File: src/rtl/palPulsePkg.sv
package palPulsePkg;

  typedef enum logic {
    ST_IDLE  = 1'b0,
    ST_PULSE = 1'b1
  } pulseState_t;

  typedef struct packed {
    logic start;
    logic stop;
  } pulseStrobes_t;

endpackage

File: src/rtl/palPulseDatapath.sv
module palPulseDatapath
  import palPulsePkg::*;
#(
  parameter int SYNC_DEPTH = 2,
  parameter int PULSE_LEN  = 1
) (
  input  logic          clk,
  input  logic          rst,
  input  logic          lineIn,
  input  pulseStrobes_t strobes,
  output logic          trailEdge,
  output logic          countDone,
  output logic          pulseOut
);

  localparam int CNT_W = (PULSE_LEN > 1) ? $clog2(PULSE_LEN) : 1;
  localparam logic [CNT_W-1:0] LOAD_VAL = CNT_W'(PULSE_LEN - 1);

  logic [SYNC_DEPTH-1:0] sampleChain;
  logic [CNT_W-1:0]      holdCount;
  logic                  pulseReg;

  // sampling chain: stage 0 takes the raw line, each later stage the one before
  always_ff @(posedge clk) begin
    if (rst) begin
      sampleChain[0] <= 1'b0;
    end else begin
      sampleChain[0] <= lineIn;
    end
  end

  genvar gi;
  generate
    for (gi = 1; gi < SYNC_DEPTH; gi++) begin : gSyncStage
      always_ff @(posedge clk) begin
        if (rst) begin
          sampleChain[gi] <= 1'b0;
        end else begin
          sampleChain[gi] <= sampleChain[gi-1];
        end
      end
    end
  endgenerate

  // older sample high, newer sample low
  assign trailEdge = sampleChain[SYNC_DEPTH-1] & ~sampleChain[SYNC_DEPTH-2];

  always_ff @(posedge clk) begin
    if (rst) begin
      holdCount <= '0;
    end else if (strobes.start) begin
      holdCount <= LOAD_VAL;
    end else if (holdCount != '0) begin
      holdCount <= holdCount - 1'b1;
    end
  end

  assign countDone = (holdCount == '0);

  always_ff @(posedge clk) begin
    if (rst) begin
      pulseReg <= 1'b0;
    end else if (strobes.start) begin
      pulseReg <= 1'b1;
    end else if (strobes.stop) begin
      pulseReg <= 1'b0;
    end
  end

  assign pulseOut = pulseReg;

endmodule

File: src/rtl/palPulseControl.sv
module palPulseControl
  import palPulsePkg::*;
(
  input  logic          clk,
  input  logic          rst,
  input  logic          trailEdge,
  input  logic          countDone,
  output pulseStrobes_t strobes
);

  pulseState_t state;
  pulseState_t stateNext;

  always_ff @(posedge clk) begin
    if (rst) begin
      state <= ST_IDLE;
    end else begin
      state <= stateNext;
    end
  end

  always_comb begin
    stateNext     = state;
    strobes.start = 1'b0;
    strobes.stop  = 1'b0;
    unique case (state)
      ST_IDLE: begin
        if (trailEdge) begin
          strobes.start = 1'b1;
          stateNext     = ST_PULSE;
        end
      end
      ST_PULSE: begin
        // edges arriving while the strobe is high are not acted on
        if (countDone) begin
          strobes.stop = 1'b1;
          stateNext    = ST_IDLE;
        end
      end
      default: stateNext = ST_IDLE;
    endcase
  end

endmodule

File: src/rtl/palLinePulse.sv
module palLinePulse
  import palPulsePkg::*;
#(
  parameter int SYNC_DEPTH = 2,
  parameter int PULSE_LEN  = 1
) (
  input  logic clk,
  input  logic rst,
  input  logic lineIn,
  output logic pulseOut
);

  pulseStrobes_t strobes;
  logic          trailEdge;
  logic          countDone;

  palPulseDatapath #(
    .SYNC_DEPTH(SYNC_DEPTH),
    .PULSE_LEN (PULSE_LEN)
  ) i_datapath (
    .clk      (clk),
    .rst      (rst),
    .lineIn   (lineIn),
    .strobes  (strobes),
    .trailEdge(trailEdge),
    .countDone(countDone),
    .pulseOut (pulseOut)
  );

  palPulseControl i_control (
    .clk      (clk),
    .rst      (rst),
    .trailEdge(trailEdge),
    .countDone(countDone),
    .strobes  (strobes)
  );

endmodule

File: config.mk
export PLATFORM = sky130hd
export DESIGN_NAME = palLinePulse
export DESIGN_NICKNAME = d
export VERILOG_FILES = /design/src/rtl/palPulsePkg.sv /design/src/rtl/palPulseDatapath.sv /design/src/rtl/palPulseControl.sv /design/src/rtl/palLinePulse.sv
export SDC_FILE = /design/constraint.sdc
export NUM_CORES = 1
export LEC_CHECK = 0
export BUFFER_PORTS_ARGS = -buffer_cell sky130_fd_sc_hd__buf_2
export CAP_MARGIN = 40
export CORE_AREA = 2 2 39 41
export DETAILED_ROUTE_END_ITERATION = 7
export DIE_AREA = 0 0 41 43
export HOLD_SLACK_MARGIN = 0.02
export SKIP_LAST_GASP = 1
export SLEW_MARGIN = 20
export SYNTH_ARGS = -nofsm -noshare
export SYNTH_HDL_FRONTEND = slang
export SYNTH_SLANG_ARGS = --single-unit
File: constraint.sdc
create_clock -name clk -period 1.7 [get_ports clk]
set_input_delay 0.17 -clock clk [delete_from_list [all_inputs] [get_ports clk]]
set_output_delay 0.17 -clock clk [all_outputs]
set_load 0.02 [all_outputs]
==> results by group, run 1 <==
Status
  – Status: completed

Clock network
  – CTS tree: yes
  – Number of setup buffers added after CTS: 0
  – Post-CTS sizing: 0
  – Clock Path Buffers: 2
  – Hold buffer count at cts: 0
  – Worst-Skew Late Latency: 240 ps
  – CTS buffer count: 3
  – Clk root buf: clkbuf_4
  – # H-tree levels: 1
  – Clock sink count: 5
  – Clock transition at path regs: 40 ps

Logic synthesis
  – Synth Instances: 14
  – Post-synth top area share: 60.6%
  – Post-synth EDFFs: 0
  – Top cells by area, synth: dfxtp_1 61%, nor2b_1 11%, or4b_4 8.3%
  – Post-synth top area cell: dfxtp_1
  – Register bit total from synthesis: 5
  – Cell Area, Synth: 165 um2
  – Main synth FF type: dfxtp_1
  – Avg Inst Size Synth: 11.8 um2
  – Top cells by count, synth: 5 x dfxtp_1, 3 x nor2b_1
  – Async set-or-reset flop fraction in the synthesized netlist: 0%
  – Mapped Nets: 17
  – Synth Warn #: 0
  – Count leader, synth: dfxtp_1
  – Post-synth cell types: 8
  – Seq/Total Area, Yosys: 60.6%

Drt
  – Post-route DRC violation count: 0
  – DRT iter0 DRCs: 5
  – Drt total wl: 216 um
  – Routed vias: 105
  – Drt pass-1 iters: 3
  – Wirelength per Cell: 5.84 um
  – Drt via density: 2.84
  – Antenna Nets Post-Route: 0

Critical path
  – CP Data Required Time: 1880 ps
  – R2R setup slack: 720 ps
  – CP startpoint: i_control.state
  – Worst Path Arrival: 1160 ps
  – Max FO, Critical Path: 3
  – Reg2reg path depth: 2
  – Reg-to-reg endpoint: i_datapath.pulseOut
  – CP Launch Type: register
  – RR Startpoint: i_control.state
  – Crit path capture type: register
  – Critical path class: reg -> reg
  – Worst Setup EP: i_datapath.pulseOut

Run
  – MaxCap Viol Count: 0

Timing
  – Max Freq: 1020 MHz
  – Final setup TNS: 0 ps
  – Fin crit period: 980 ps
  – Final setup viols: 0
  – RSZ-0062 raised after global routing: no
  – Final Max Tran Viols: 0
  – Hold Violations, Final: 0
  – Tcrit/Tclk final: 57.7%
  – Clock Skew: 1.61 ps

Final layout
  – NumNets Final: 25
  – Layout cells sized above 1: 42.9%
  – N_diodes: 0
  – Area of the multi-input gates: 65.1 um2
  – Seq. cell area: 100 um2
  – # fillers: 150
  – Area Growth Syn to Fin: 37.1%
  – Final instance area: 226 um2

Placement
  – Placed cell areas: 200 um2
  – # port buffers: 3
  – HPWL after DPL: 164 um
  – Final GP Congestion: 0.672

Die
  – Die ar.: 1760 um2
  – Die height: 43 um
  – Core area: 1380 um2
  – Ports: 4
  – Starting Density: 11.9%
  – Die X: 41 um
  – Site row count: 14

Pwr
  – VDD IR max: 613 uV
  – Power Density: 1210 nW/um2
  – Static leakage: 0.0968 nW

Global routing
  – Vias in the first global route: 79
  – Largest net degree at the start of global routing: 6
  – Total GRT Usage: 3.52%
  – Grt ovf: 0
  – First-pass GRT wire length: 310 um
  – Initial antenna violation count: 0

Min path
  – Hold Startpoint: rst
  – Min-delay worst type: in -> reg
-- sequential cells by signal, summed over array words and instances (netlist names) --
name	cells
i_datapath.pulseOut	1
i_control.state	1
i_datapath.sampleChain	2
i_datapath.holdCount	1
-- worst max-delay path, stage by stage (launching register included) --
cell	delay [ps]
dfxtp_1	310
or4b_4	540
o21ai_2	60
-- final cells by class --
type | count | area share (%)
sequential | 5 | 44.2
clock buffer | 4 | 11.6
tap | 16 | 8.84
timing repair buffer | 3 | 6.63
multi-input combinational | 9 | 28.7
-- through the flow --
stage / utilization (%) / instances / total power [W] / setup slack [ps] / hold WS, ps
2_1_floorplan: - / 14 / 0.000135 / 752 / 242
3_3_place_gp: 14.5 / 33 / 0.000140 / 730 / 386
3_5_place_dp: 14.5 / 33 / 0.000140 / 723 / 392
4_1_cts: 16.4 / 37 / 0.000279 / 717 / 136
5_1_grt: 16.4 / 37 / 0.000291 / 694 / 136
6_report: 16.4 / 37 / 0.000274 / 720 / 147
-- metal layers --
layer	routed length [um]	part of all wire, %	global-route usage (%)
met1	131	61	3.55
met3	39	18	7.85
met2	45	21	1.88
met4	0	0	2.00
met5	0	0	0
-- kinds of logic after synthesis --
kind of cell,after synthesis,synth area share [%]
simple gates,7,31.8
compound gates,1,5.30
other cells,1,2.27
flops,5,60.6
-- worst min-delay path by stage --
stage	end	cells after the start	slack, ps
floorplan	i_datapath.sampleChain[0]	1	240
global placement	i_datapath.sampleChain[0]	2	390
detailed placement	i_datapath.sampleChain[0]	2	390
CTS	i_datapath.sampleChain[0]	2	140
global route	i_datapath.sampleChain[0]	2	140
finish	i_datapath.sampleChain[1]	2	150
-- report_power, final --
group          switching (W)  leakage (nW)  internal (W)
clock              0.0000474        0.0150     0.0000887
combinational     0.00000528        0.0405    0.00000665
sequential        0.00000266        0.0413      0.000123
total              0.0000553        0.0968      0.000219
-- placed cells by master, fill, tap and decap left out --
| master | Yosys | routed |
|---|---|---|
| conb_1 | 1 | 1 |
| clkbuf_1 | 0 | 1 |
| buf_2 | 0 | 3 |
| nand2b_2 | 1 | 1 |
| nand3b_1 | 1 | 1 |
| o21ai_2 | 1 | 1 |
| or4b_4 | 1 | 1 |
| nand2_1 | 1 | 1 |
| dfxtp_1 | 5 | 5 |
| clkbuf_4 | 0 | 3 |
| nor2b_1 | 3 | 3 |
(Power assumes the default switching activity.)
==> run 2, diff against run 1 <==
==> constraint.sdc (replaced) <==
create_clock -name clk -period 0.8 [get_ports clk]
set_input_delay 0.08 -clock clk [delete_from_list [all_inputs] [get_ports clk]]
set_output_delay 0.08 -clock clk [all_outputs]
set_load 0.02 [all_outputs]
==> run 2 against run 1 <==
Compared with the run above:
- the run now ends with negative setup slack left
- clock skew rose by 2.1 ps
- clock power increased by 120%
- sequential power is 110% higher
- worst hold slack got worse by 98 ps
- final cell count rose by 5.4%
- total power rose by 120%
- critical path type unchanged
- highest routed layer unchanged
==> results by group, run 2 (synthesized netlist as in run 1, its figures left out) <==
Drt
  – Drt via density: 2.90
  – Routed vias: 113
  – Wirelength per Cell: 6.15 um
  – Drt total wl: 240 um
  – Post-route DRC violation count: 0
  – Antenna Nets Post-Route: 0
  – DRT iter0 DRCs: 4
  – Drt pass-1 iters: 3

Clock network
  – Clk root buf: clkbuf_4
  – # H-tree levels: 1
  – Hold buffer count at cts: 0
  – Worst-Skew Late Latency: 240 ps
  – Clock transition at path regs: 50 ps
  – Clock sink count: 5
  – Number of setup buffers added after CTS: 0
  – CTS buffer count: 3
  – Clock Path Buffers: 2
  – CTS tree: yes

Critical path
  – Crit path max-delay cell type: or4b_4
  – Crit path capture type: register
  – Delay-heaviest family, CP: simple AND/OR/NAND/NOR gates
  – Cell breakdown of the critical path: or4b_4, o21ai_2
  – Max FO, Critical Path: 2
  – CP Data Required Time: 980 ps
  – Buffer and inverter count on the worst path: 0
  – Critical path class: reg -> reg
  – Worst Path Arrival: 1130 ps
  – Max stage delay on crit path: 520 ps
  – CP Launch Type: register

Die
  – Ports: 4
  – Starting Density: 11.9%
  – Site row count: 14
  – Core area: 1380 um2
  – Die height: 43 um
  – Die ar.: 1760 um2
  – Die X: 41 um

Final layout
  – NumNets Final: 27
  – Area Growth Syn to Fin: 50.0%
  – Commonest non-fill, non-tap cell in the layout: dfxtp_1
  – N_diodes: 0
  – Top reg by flops: i_datapath.sampleChain
  – Most frequent cells in the layout: 5 x dfxtp_1, 3 x nor2b_1, 3 x clkbuf_4
  – Max reg flops: 2
  – Layout cells sized above 1: 47.8%

Timing
  – Final Max Tran Viols: 0
  – Final setup viols: 2
  – RSZ-0062 raised after global routing: yes
  – Hold Violations, Final: 0
  – Fin crit period: 950 ps
  – Tcrit/Tclk final: 119%
  – Clock Skew: 3.73 ps
  – Worst Setup Slack, final: -150 ps
  – Max Freq: 1050 MHz

Pwr
  – Total power: 0.000597 W
  – Power Density: 2410 nW/um2
  – Static leakage: 0.108 nW
  – VDD IR max: 951 uV

Global routing
  – Vias in the first global route: 120
  – Grt ovf: 0
  – Initial antenna violation count: 0
  – Largest net degree at the start of global routing: 5
  – Total GRT Usage: 5.34%
  – First-pass GRT wire length: 489 um

Min path
  – Min-delay worst type: in -> reg

Placement
  – # port buffers: 3
  – Pre-CTS WS: -140 ps
  – HPWL after DPL: 172 um
  – Final GP Congestion: 0.601

Status
  – Failing checks: negative setup slack
  – Status: complete, but fails checks

Run
  – MaxCap Viol Count: 0
[run 2: cell count changes in the layout (fill, tap and decap cells not counted), sizes merged]
cell / previous run / this run
buf: 3 / 5
[run 2: final cells by class]
class / instances / area [um2]
Fill cell: 148 / 1140
Clock buffer: 4 / 26.3
Timing Repair Buffer: 5 / 36.3
Tap cell: 16 / 20.0
Multi-Input combinational cell: 9 / 65.1
Sequential cell: 5 / 100
[run 2: power breakdown]
| part | total [W] | leakage (nW) | switching (W) | internal [W] |
|---|---|---|---|---|
| Clock | 0.000295 | 0.0150 | 0.000106 | 0.000189 |
| Sequential | 0.000267 | 0.0413 | 0.00000557 | 0.000262 |
| Combinational | 0.0000348 | 0.0515 | 0.0000128 | 0.0000220 |
[run 2: path summary, 6_finish.rpt]
path	to	slack (ps)	from	depth (start not counted)
worst max-delay path	i_datapath.pulseOut	-150	i_control.state	2
worst min-delay path	i_datapath.sampleChain[0]	50	lineIn	2
worst max register to register	i_datapath.pulseOut	-150	i_control.state	2
worst min register to register	i_control.state	460	i_datapath.holdCount	2
[run 2: repair_timing]
action                                  in CTS  in global routing
cloned                                       0                  0
resized for setup                            2                  0
endpoints found under the setup margin       3                  3
[run 2: worst reg2reg max path: stages (launching register included)]
cell and delay [ps]:
dfxtp_1 310, or4b_4 520, o21ai_2 60
[run 2: layer usage]
| metal | global-route usage [%] | part of all wire [%] | vias up |
|---|---|---|---|
| met5 | 0 | 0 | - |
| met4 | 2.00 | 0 | 0 |
| met3 | 9.42 | 19 | 0 |
| met2 | 4.69 | 26 | 7 |
| met1 | 5.52 | 55 | 42 |
| li1 | - | - | 64 |
[run 2: per-stage QoR]
step / TNS (ps) / instance area [um2] / hold WS [ps] / utilization [%] / std cells
4_1_cts: -324 / 248 / 36.8 / 17.9 / 39
3_5_place_dp: -280 / 215 / 293 / 15.6 / 35
2_1_floorplan: -252 / 165 / 152 / - / 14
3_3_place_gp: -267 / 215 / 290 / 15.6 / 35
6_report: -298 / 248 / 49.5 / 17.9 / 39
5_1_grt: -397 / 248 / 60.3 / 17.9 / 39
